--- src/rtl/nbs_pkg.sv ---
`timescale 1ns/1ps
package nbs_pkg;
  typedef enum logic [1:0] {
    PH_IDLE   = 2'd0,
    PH_SETUP  = 2'd1,
    PH_STROBE = 2'd2,
    PH_HOLD   = 2'd3
  } nbs_phase_e;

  typedef enum logic [1:0] {
    OP_CMD   = 2'd0,
    OP_ADDR  = 2'd1,
    OP_WDATA = 2'd2,
    OP_RDATA = 2'd3
  } nbs_op_e;
endpackage

--- src/rtl/nbs_cfg_reg.sv ---
`timescale 1ns/1ps
module nbs_cfg_reg #(
  parameter int SETUP_W = 2,
  parameter int PHASE_W = 3
) (
  input  logic                             clk,
  input  logic                             rst_n,
  input  logic                             wr_en,
  input  logic                             busy_i,
  input  logic [SETUP_W+2*PHASE_W:0]       wdata,
  output logic [SETUP_W+2*PHASE_W:0]       cfg_q,
  output logic [SETUP_W-1:0]               setup_m1,
  output logic [PHASE_W-1:0]               strobe_m1,
  output logic [PHASE_W-1:0]               hold_m1,
  output logic                             chip_off
);
  localparam int CFG_W    = SETUP_W + 2*PHASE_W + 1;
  localparam int STB_LO   = SETUP_W;
  localparam int HLD_LO   = SETUP_W + PHASE_W;
  localparam int OFF_BIT  = SETUP_W + 2*PHASE_W;
  localparam logic [CFG_W-1:0] CFG_RST = {CFG_W{1'b1}};

  logic [CFG_W-1:0] cfg_d;
  logic             cfg_en;

  assign cfg_en = wr_en & ~busy_i;

  always_comb begin
    cfg_d = cfg_q;
    if (cfg_en) cfg_d = wdata;
  end

  always_ff @(posedge clk or negedge rst_n) begin
    if (!rst_n) cfg_q <= CFG_RST;
    else        cfg_q <= cfg_d;
  end

  assign setup_m1  = cfg_q[SETUP_W-1:0];
  assign strobe_m1 = cfg_q[STB_LO +: PHASE_W];
  assign hold_m1   = cfg_q[HLD_LO +: PHASE_W];
  assign chip_off  = cfg_q[OFF_BIT];

  AST_CFG_FROZEN: assert property (@(posedge clk) disable iff (!rst_n)
    busy_i |=> $stable(cfg_q));
endmodule

--- src/rtl/nbs_rb_sync.sv ---
`timescale 1ns/1ps
module nbs_rb_sync #(
  parameter int STAGES = 2
) (
  input  logic clk,
  input  logic rst_n,
  input  logic rb_in,
  output logic ready_o
);
  logic [STAGES-1:0] sh_q;
  logic [STAGES-1:0] sh_d;

  generate
    if (STAGES == 1) begin : g_one
      assign sh_d = rb_in;
    end else begin : g_many
      assign sh_d = {sh_q[STAGES-2:0], rb_in};
    end
  endgenerate

  always_ff @(posedge clk or negedge rst_n) begin
    if (!rst_n) sh_q <= '0;
    else        sh_q <= sh_d;
  end

  assign ready_o = sh_q[STAGES-1];

  logic [1:0] settle_q;
  always_ff @(posedge clk or negedge rst_n) begin
    if (!rst_n)              settle_q <= 2'd0;
    else if (settle_q != 2'd3) settle_q <= settle_q + 2'd1;
  end

  generate
    if (STAGES == 2) begin : g_chk2
      AST_SYNC_LAT: assert property (@(posedge clk) disable iff (!rst_n)
        (settle_q >= 2'd2) |-> (ready_o == $past(rb_in, 2)));
    end
  endgenerate
endmodule

--- src/rtl/nbs_access_fsm.sv ---
`timescale 1ns/1ps
module nbs_access_fsm
  import nbs_pkg::*;
#(
  parameter int DATA_W  = 8,
  parameter int SETUP_W = 2,
  parameter int PHASE_W = 3
) (
  input  logic               clk,
  input  logic               rst_n,
  input  logic               cmd_wr,
  input  logic               addr_wr,
  input  logic               data_wr,
  input  logic               data_rd,
  input  logic [DATA_W-1:0]  wr_byte,
  input  logic [SETUP_W-1:0] setup_m1,
  input  logic [PHASE_W-1:0] strobe_m1,
  input  logic [PHASE_W-1:0] hold_m1,
  input  logic [DATA_W-1:0]  dq_in,
  output logic               busy,
  output logic               cle,
  output logic               ale,
  output logic               we_n,
  output logic               re_n,
  output logic [DATA_W-1:0]  dq_out,
  output logic               dq_oe,
  output logic [DATA_W-1:0]  rd_data,
  output logic               rd_valid
);
  localparam int CNT_W = (SETUP_W > PHASE_W) ? SETUP_W : PHASE_W;

  nbs_phase_e        phase_q, phase_d;
  nbs_op_e           op_q, op_d, sel_op;
  logic [CNT_W-1:0]  cnt_q, cnt_d;
  logic [DATA_W-1:0] byte_q, byte_d;
  logic [DATA_W-1:0] rd_data_q;
  logic              rd_valid_q;
  logic              start, capture, cnt_zero;

  assign start    = cmd_wr | addr_wr | data_wr | data_rd;
  assign cnt_zero = (cnt_q == '0);

  always_comb begin
    if (cmd_wr)       sel_op = OP_CMD;
    else if (addr_wr) sel_op = OP_ADDR;
    else if (data_wr) sel_op = OP_WDATA;
    else              sel_op = OP_RDATA;
  end

  always_comb begin
    phase_d = phase_q;
    op_d    = op_q;
    cnt_d   = cnt_q;
    byte_d  = byte_q;
    capture = 1'b0;
    case (phase_q)
      PH_IDLE: begin
        if (start) begin
          phase_d = PH_SETUP;
          op_d    = sel_op;
          cnt_d   = CNT_W'(setup_m1);
          byte_d  = wr_byte;
        end
      end
      PH_SETUP: begin
        if (cnt_zero) begin
          phase_d = PH_STROBE;
          cnt_d   = CNT_W'(strobe_m1);
        end else begin
          cnt_d = cnt_q - 1'b1;
        end
      end
      PH_STROBE: begin
        if (cnt_zero) begin
          phase_d = PH_HOLD;
          cnt_d   = CNT_W'(hold_m1);
          capture = (op_q == OP_RDATA);
        end else begin
          cnt_d = cnt_q - 1'b1;
        end
      end
      default: begin
        if (cnt_zero) phase_d = PH_IDLE;
        else          cnt_d   = cnt_q - 1'b1;
      end
    endcase
  end

  always_ff @(posedge clk or negedge rst_n) begin
    if (!rst_n) begin
      phase_q <= PH_IDLE;
      op_q    <= OP_CMD;
      cnt_q   <= '0;
      byte_q  <= '0;
    end else begin
      phase_q <= phase_d;
      op_q    <= op_d;
      cnt_q   <= cnt_d;
      byte_q  <= byte_d;
    end
  end

  always_ff @(posedge clk or negedge rst_n) begin
    if (!rst_n) begin
      rd_data_q  <= '0;
      rd_valid_q <= 1'b0;
    end else begin
      rd_valid_q <= capture;
      if (capture) rd_data_q <= dq_in;
    end
  end

  logic active, strobing, is_read;
  assign active   = (phase_q != PH_IDLE);
  assign strobing = (phase_q == PH_STROBE);
  assign is_read  = (op_q == OP_RDATA);

  assign busy     = active;
  assign cle      = active & (op_q == OP_CMD);
  assign ale      = active & (op_q == OP_ADDR);
  assign we_n     = ~(strobing & ~is_read);
  assign re_n     = ~(strobing & is_read);
  assign dq_oe    = active & ~is_read;
  assign dq_out   = byte_q;
  assign rd_data  = rd_data_q;
  assign rd_valid = rd_valid_q;

  AST_STROBE_EXCL: assert property (@(posedge clk) disable iff (!rst_n)
    !(!we_n && !re_n));
  AST_LATCH_EXCL: assert property (@(posedge clk) disable iff (!rst_n)
    !(cle && ale));
  AST_STROBE_BUSY: assert property (@(posedge clk) disable iff (!rst_n)
    (!we_n || !re_n) |-> busy);
  AST_DQ_HELD: assert property (@(posedge clk) disable iff (!rst_n)
    (dq_oe && $past(dq_oe)) |-> $stable(dq_out));
  AST_READ_CAPTURE: assert property (@(posedge clk) disable iff (!rst_n)
    rd_valid |-> ($past(!re_n) && !re_n == 1'b0));
endmodule

--- src/rtl/nand_bus_seq.sv ---
`timescale 1ns/1ps
module nand_bus_seq #(
  parameter int DATA_W      = 8,
  parameter int SETUP_W     = 2,
  parameter int PHASE_W     = 3,
  parameter int SYNC_STAGES = 2,
  localparam int CFG_W      = SETUP_W + 2*PHASE_W + 1
) (
  input  logic              clk,
  input  logic              rst_n,
  input  logic              cmd_wr,
  input  logic              addr_wr,
  input  logic              data_wr,
  input  logic              data_rd,
  input  logic [DATA_W-1:0] wr_byte,
  input  logic              cfg_wr,
  input  logic [CFG_W-1:0]  cfg_wdata,
  output logic [CFG_W-1:0]  cfg_q,
  output logic              busy,
  output logic [DATA_W-1:0] rd_data,
  output logic              rd_valid,
  output logic              status_ready,
  output logic              nand_ce_n,
  output logic              nand_cle,
  output logic              nand_ale,
  output logic              nand_we_n,
  output logic              nand_re_n,
  output logic [DATA_W-1:0] nand_dq_out,
  output logic              nand_dq_oe,
  input  logic [DATA_W-1:0] nand_dq_in,
  input  logic              nand_rb
);
  logic [1:0] rst_sh_q;
  logic       rst_s_n;

  always_ff @(posedge clk or negedge rst_n) begin
    if (!rst_n) rst_sh_q <= 2'b00;
    else        rst_sh_q <= {rst_sh_q[0], 1'b1};
  end
  assign rst_s_n = rst_sh_q[1];

  logic [SETUP_W-1:0] setup_m1;
  logic [PHASE_W-1:0] strobe_m1, hold_m1;
  logic               chip_off;
  logic               busy_w;

  nbs_cfg_reg #(.SETUP_W(SETUP_W), .PHASE_W(PHASE_W)) u_cfg (
    .clk(clk), .rst_n(rst_s_n), .wr_en(cfg_wr), .busy_i(busy_w),
    .wdata(cfg_wdata), .cfg_q(cfg_q), .setup_m1(setup_m1),
    .strobe_m1(strobe_m1), .hold_m1(hold_m1), .chip_off(chip_off)
  );

  nbs_access_fsm #(.DATA_W(DATA_W), .SETUP_W(SETUP_W), .PHASE_W(PHASE_W)) u_fsm (
    .clk(clk), .rst_n(rst_s_n), .cmd_wr(cmd_wr), .addr_wr(addr_wr),
    .data_wr(data_wr), .data_rd(data_rd), .wr_byte(wr_byte),
    .setup_m1(setup_m1), .strobe_m1(strobe_m1), .hold_m1(hold_m1),
    .dq_in(nand_dq_in), .busy(busy_w), .cle(nand_cle), .ale(nand_ale),
    .we_n(nand_we_n), .re_n(nand_re_n), .dq_out(nand_dq_out),
    .dq_oe(nand_dq_oe), .rd_data(rd_data), .rd_valid(rd_valid)
  );

  nbs_rb_sync #(.STAGES(SYNC_STAGES)) u_sync (
    .clk(clk), .rst_n(rst_s_n), .rb_in(nand_rb), .ready_o(status_ready)
  );

  assign busy      = busy_w;
  assign nand_ce_n = chip_off;

  AST_CE_FOLLOWS: assert property (@(posedge clk) disable iff (!rst_s_n)
    ($past(cfg_wr) && !$past(busy_w)) |-> (nand_ce_n == $past(cfg_wdata[CFG_W-1])));
endmodule

--- config.mk ---
export PLATFORM = sky130hd
export DESIGN_NAME = nand_bus_seq
export DESIGN_NICKNAME = d
export VERILOG_FILES = /design/src/rtl/nbs_pkg.sv /design/src/rtl/nbs_cfg_reg.sv /design/src/rtl/nbs_rb_sync.sv /design/src/rtl/nbs_access_fsm.sv /design/src/rtl/nand_bus_seq.sv
export SDC_FILE = /design/constraint.sdc
export NUM_CORES = 1
export LEC_CHECK = 0
export ABC_AREA = 0
export BUFFER_PORTS_ARGS = -buffer_cell sky130_fd_sc_hd__buf_2
export CAP_MARGIN = 40
export CELL_PAD_IN_SITES_DETAIL_PLACEMENT = 1
export CELL_PAD_IN_SITES_GLOBAL_PLACEMENT = 1
export CORE_MARGIN = 2
export CORE_UTILIZATION = 38
export CTS_CLUSTER_SIZE = 24
export DETAILED_ROUTE_END_ITERATION = 10
export PLACE_DENSITY = 0.89
export SLEW_MARGIN = 40
export SYNTH_ARGS = -nofsm -noshare
export SYNTH_HDL_FRONTEND = slang
export SYNTH_HIERARCHICAL = 1
export SYNTH_SLANG_ARGS = --single-unit
--- constraint.sdc ---
create_clock -name clk -period 1.4 [get_ports clk]
set_input_delay 0.07 -clock clk [delete_from_list [all_inputs] [get_ports clk]]
set_output_delay 0.07 -clock clk [all_outputs]
set_load 0.03 [all_outputs]
==> results of run 1 <==
==> state kept, by name, summed over array words and instances, names as in the netlist <==
name / flops
rst_sh_q: 2
u_fsm/cnt_q: 3
u_fsm/dq_out: 8
u_fsm/rd_data: 8
u_sync/sh_q: 2
u_fsm/op_q: 2
u_fsm/rd_valid: 1
u_fsm/phase_q: 2
u_cfg/cfg_q: 9
==> power by group <==
group	switching [W]	internal, W
clock	0.000406	0.000455
combinational	0.00286	0.00255
sequential	0.000422	0.00164
total	0.00369	0.00464
==> critical path: cells and delay by family, from the launching register on <==
kind	cells	cell delay (ns)
buf+inv	2	0.19
simple gates	1	0.15
mux	1	0.38
fa+ha+maj	1	0.20
compound gates	2	0.28
flops	1	0.45
==> kinds of logic (layout without fill, tap and decap cells) <==
group	Yosys count	after routing	synth area share
flops	37	37	0.499
mux	28	28	0.199
compound gates	25	25	0.0912
fa+ha+maj	6	6	0.0399
buf+inv	21	125	0.0786
simple gates	23	24	0.0905
other cells	1	1	0.00200
==> cell type report <==
type	count	area (µm²)
fillers	484	1780
multi-input cells	84	1000
flip-flops and latches	37	938
repair buffers	109	805
clock buffers	7	96.3
well taps	67	83.8
inverters	8	36.3
clock inverters	1	8.76
==> repair_timing <==
item                                    in CTS  in global routing
pin swaps                                    4                  6
gates resized for setup                     30                 16
hold endpoints to repair                     9                  0
buffers inserted                             6                  2
endpoints found under the setup margin      36                 38
hold buffers                                 8                  0
cloned                                       1                  1
==> cell usage after synthesis (all sizes together), types with 2 or more instances <==
| library cell | n | area share |
|---|---|---|
| a21o | 3 | 0.012 |
| a21oi | 9 | 0.026 |
| buf | 13 | 0.063 |
| dfrtp | 28 | 0.37 |
| dfstp | 9 | 0.13 |
| ha | 6 | 0.040 |
| inv | 8 | 0.016 |
| mux2 | 27 | 0.19 |
| nand2 | 5 | 0.010 |
| nand2b | 2 | 0.011 |
| nand4b | 2 | 0.0093 |
| nor2 | 4 | 0.012 |
| nor2b | 2 | 0.012 |
| nor3b | 2 | 0.0080 |
| o21ai | 4 | 0.011 |
| o21bai | 2 | 0.0080 |
| o311ai | 2 | 0.0093 |
==> path summary, 6_finish.rpt <==
path                                               from                            to  slack, ns  cells past startpoint
setup / recovery           u_fsm/phase_q[1]$_DFFE_PN0P_  u_fsm/phase_q[1]$_DFFE_PN0P_      -0.39                      7
hold / removal                             cfg_wdata[4]    u_cfg/cfg_q[4]$_DFFE_PN1P_       0.01                      2
setup reg to reg           u_fsm/phase_q[1]$_DFFE_PN0P_  u_fsm/phase_q[1]$_DFFE_PN0P_      -0.39                      7
hold reg to reg                   rst_sh_q[1]$_DFF_PN0_   u_fsm/dq_out[2]$_DFFE_PN0P_       0.23                      1
max in group asynchronous         rst_sh_q[1]$_DFF_PN0_     u_fsm/op_q[1]$_DFFE_PN0P_       0.87                      1
min in group asynchronous                         rst_n         rst_sh_q[0]$_DFF_PN0_       0.11                      2
==> per-stage QoR <==
stage | worst slack, ns | area [µm²] | std cells | total power, W
3_3_place_gp | -0.159 | 2500 | 287 | 0.00610
5_1_grt | -0.442 | 2970 | 313 | 0.00867
4_1_cts | -0.248 | 2860 | 310 | 0.00778
6_report | -0.387 | 2970 | 313 | 0.00833
2_1_floorplan | -0.260 | 1980 | 141 | 0.00510
3_5_place_dp | -0.229 | 2500 | 287 | 0.00630
==> metal layers <==
metal  GRT usage  vias to the layer above  routed length [µm]
met4       0.103                        0                 157
met5           0                        -                   0
met3      0.0745                       15                 459
met1       0.265                      835                2500
li1            -                      698                   -
met2       0.430                       90                3760
==> results.json, run 1 <==
{
  "postRouteAntennaNets": 0,
  "route.detailed.drc": 0,
  "areaGrowthSynthToFinish_pct": 58.1,
  "rows": 25,
  "cp_slowest_cell": "dfrtp_1",
  "final_common_cell": "buf_2",
  "crit_fanout": 3,
  "layout_common_cells": "60 x buf_2, 27 x dfrtp_1, 26 x mux2_4",
  "outcome": "complete, but fails checks",
  "coreArea_um2": 4750,
  "cp-end-kind": "register",
  "cts_tree": "built",
  "hold_violations": 0,
  "clockBufferDepth": 2,
  "fin_nets": 284,
  "pin_count": 67,
  "first_pass_iters": 4,
  "worstPathRequired_ns": 1.56,
  "final_core_util": 0.625,
  "synth_ff_type": "dfrtp_1",
  "die_h_um": 74.3,
  "clk_latency_ns": 0.29,
  "crit_top_cell": "a21oi_2",
  "arrival_ns": 1.95,
  "tns_ns": -9.80,
  "start_util": 0.395,
  "drv_slew": 0,
  "num_antenna_cells": 0,
  "numCtsBuffers": 5,
  "hp-class": "primary input to register",
  "syn_inst": 141,
  "fin_worst_skew_ns": 0.00797,
  "rsz0062_at_grt": "true",
  "violations": "setup timing",
  "yosysUniqueCellTypes": 39,
  "grt_pass1_wl_um": 9600,
  "synth_edf_count": 0,
  "drive_gt1_frac": 0.724,
  "p_leak_nw": 1.44,
  "die_w_um": 74.3,
  "netlist_area_um2": 1880,
  "track_usage": 0.241,
  "maxCapViolations": 0,
  "grt_pass1_vias": 1833,
  "async_flop_share": 1.00,
  "worst_slack_ns": -0.387,
  "clkSinkCount": 37,
  "vias": 1638,
  "ys_warn_count": 6,
  "viasPerCell": 5.23,
  "syn-num-nets": 180,
  "timing.hold.ws_ns": 0.0108,
  "ys_seq_elements": 37,
  "path_clk_slew_ns": 0.07,
  "syn_area_per_cell_um2": 13.3,
  "crit_type": "register to register",
  "cts_root_buf": "clkbuf_8",
  "period_share": 1.28,
  "drt_iter0_drc": 71,
  "start_kind": "register",
  "antenna_found_initial": 0,
  "ir_drop_mv": 1.32,
  "gp_congestion": 0.830,
  "wl_per_cell_um": 22.0,
  "cts_max_level": 2,
  "critPathMaxStageDelay_ns": 0.45,
  "fmax_ghz": 0.560,
  "dieArea_um2": 5520,
  "setup_viol": 37,
  "power_density_nw_per_um2": 2800,
  "fin_crit_ns": 1.79,
  "ys_seq_area_frac": 0.499,
  "portBuffers": 66,
  "wl_um": 6870,
  "grt_max_degree": 22,
  "crit_chain": "buf_6 -> inv_4 -> ha_2 -> nor2_4 -> a21oi_2 -> a21oi_2 -> mux2_1",
  "overflow": 0,
  "dpl.hpwl_um": 3710
}
Power figures use the tool's default switching activity.
==> run 2: changes to the inputs <==
Clock period 1.4 ns to 1.8 ns, I/O delays scaled along.
==> results.json, run 2 (synthesis gave the netlist of run 1 again) <==
{
  "crit_type": "register to register",
  "crit_fanout": 8,
  "cts_max_level": 2,
  "clkSinkCount": 37,
  "first_pass_iters": 4,
  "viasPerCell": 4.68,
  "coreArea_um2": 4750,
  "final_core_util": 0.500,
  "wl_um": 4290,
  "cts_tree": "built",
  "grt_max_degree": 20,
  "layout_common_cells": "66 x buf_2, 28 x dfrtp_1, 16 x mux2_4",
  "ir_drop_mv": 1.16,
  "p_leak_nw": 1.19,
  "vias": 1302,
  "drt_iter0_drc": 23,
  "arrival_ns": 1.87,
  "largest_reg_flops": 9,
  "antenna_found_initial": 0,
  "route.detailed.drc": 0,
  "fin_crit_ns": 1.70,
  "outcome": "completed",
  "num_antenna_cells": 0,
  "drv_slew": 0,
  "endpoint": "u_fsm/phase_q[1]$_DFFE_PN0P_",
  "hold_violations": 0,
  "drive_gt1_frac": 0.607,
  "hold_depth": 2,
  "grt_pass1_vias": 1465,
  "clk_latency_ns": 0.29,
  "dpl.hpwl_um": 3350,
  "r2r_end": "u_fsm/phase_q[1]$_DFFE_PN0P_",
  "timing.hold.ws_ns": 0.0250,
  "worst_slack_ns": 0.0979,
  "fin_worst_skew_ns": 0.0113,
  "tns_ns": 0,
  "fin_nets": 249,
  "cp-startpoint": "u_fsm/cnt_q[0]$_DFFE_PN0P_",
  "clockBufferDepth": 2,
  "start_kind": "register",
  "fillers": 537,
  "overflow": 0,
  "dieArea_um2": 5520,
  "period_share": 0.946,
  "track_usage": 0.172,
  "fmax_ghz": 0.588,
  "r2r_cells": 6,
  "setup_viol": 0,
  "wl_per_cell_um": 15.4,
  "areaGrowthSynthToFinish_pct": 26.6,
  "pin_count": 67,
  "power_density_nw_per_um2": 2110,
  "die_h_um": 74.3,
  "worstPathRequired_ns": 1.96,
  "hp-class": "primary input to register",
  "grt_pass1_wl_um": 7000,
  "power.total_w": 0.00503,
  "gp_congestion": 0.788,
  "cts_root_buf": "clkbuf_8",
  "die_w_um": 74.3,
  "top_register": "u_cfg/cfg_q",
  "maxCapViolations": 0,
  "cp-end-kind": "register",
  "r2r_start": "u_fsm/cnt_q[0]$_DFFE_PN0P_",
  "final_common_cell": "buf_2",
  "start_util": 0.395,
  "post-place-ws_ns": -0.00643,
  "numCtsBuffers": 5,
  "rows": 25,
  "r2r_slack_ns": 0.1,
  "postRouteAntennaNets": 0,
  "path_clk_slew_ns": 0.08,
  "portBuffers": 66
}
==> run 2: how the worst min path moves through the flow <==
| stage | startpoint | to | slack (ns) |
|---|---|---|---|
| 2_1_floorplan | rst_n | rst_sh_q[0]$_DFF_PN0_ | -0.21 |
| 3_3_place_gp | rst_n | rst_sh_q[0]$_DFF_PN0_ | -0.12 |
| 3_5_place_dp | rst_n | rst_sh_q[1]$_DFF_PN0_ | -0.12 |
| 4_1_cts | wr_byte[2] | u_fsm/dq_out[2]$_DFFE_PN0P_ | 0.02 |
| 5_1_grt | nand_dq_in[4] | u_fsm/rd_data[4]$_DFFE_PN0P_ | 0.01 |
| 6_report | nand_dq_in[3] | u_fsm/rd_data[3]$_DFFE_PN0P_ | 0.03 |
==> run 2: layout make-up <==
class                           count  area, µm²  area share
Multi-Input combinational cell     83        812       0.341
Sequential cell                    37        937       0.394
Clock inverter                      3       43.8      0.0184
Tap cell                           67       83.8      0.0352
Inverter                            8       30.0      0.0126
Clock buffer                        5       68.8      0.0289
Timing Repair Buffer               75        403       0.169
==> run 2: timing repair <==
| action | 4_1_cts | 5_1_grt |
|---|---|---|
| hold endpoints to repair | 3 | 0 |
| setup endpoints to repair | 1 | 3 |
| buffers inserted | 0 | 0 |
| hold buffers | 2 | 0 |
| resized for setup | 1 | 3 |
==> run 2: stage by stage <==
stage               cell area [µm²]  cells
finish                         2380    278
global route                   2380    278
CTS                            2370    278
detailed placement             2230    268
global placement               2230    268
floorplan                      1880    141
==> run 2: power breakdown <==
group          internal, W  switching, W  total (W)
sequential         0.00127      0.000278    0.00155
clock             0.000415      0.000297   0.000712
combinational      0.00115       0.00162    0.00277
==> run 2: critical path, cell delays in order (launching register included) <==
cell and delay [ns]:
dfrtp_1 0.38, inv_1 0.11, ha_2 0.28, nor2b_4 0.23, a21oi_1 0.08, a21oi_2 0.15, mux2_1 0.35
==> run 2: routing by layer <==
layer  part of all wire  GRT usage  vias to the layer above
met3              0.068     0.0474                        6
li1                   -          -                      617
met2               0.51      0.296                       55
met4              0.013     0.0595                        0
met1               0.41      0.209                      624
met5                  0          0                        -
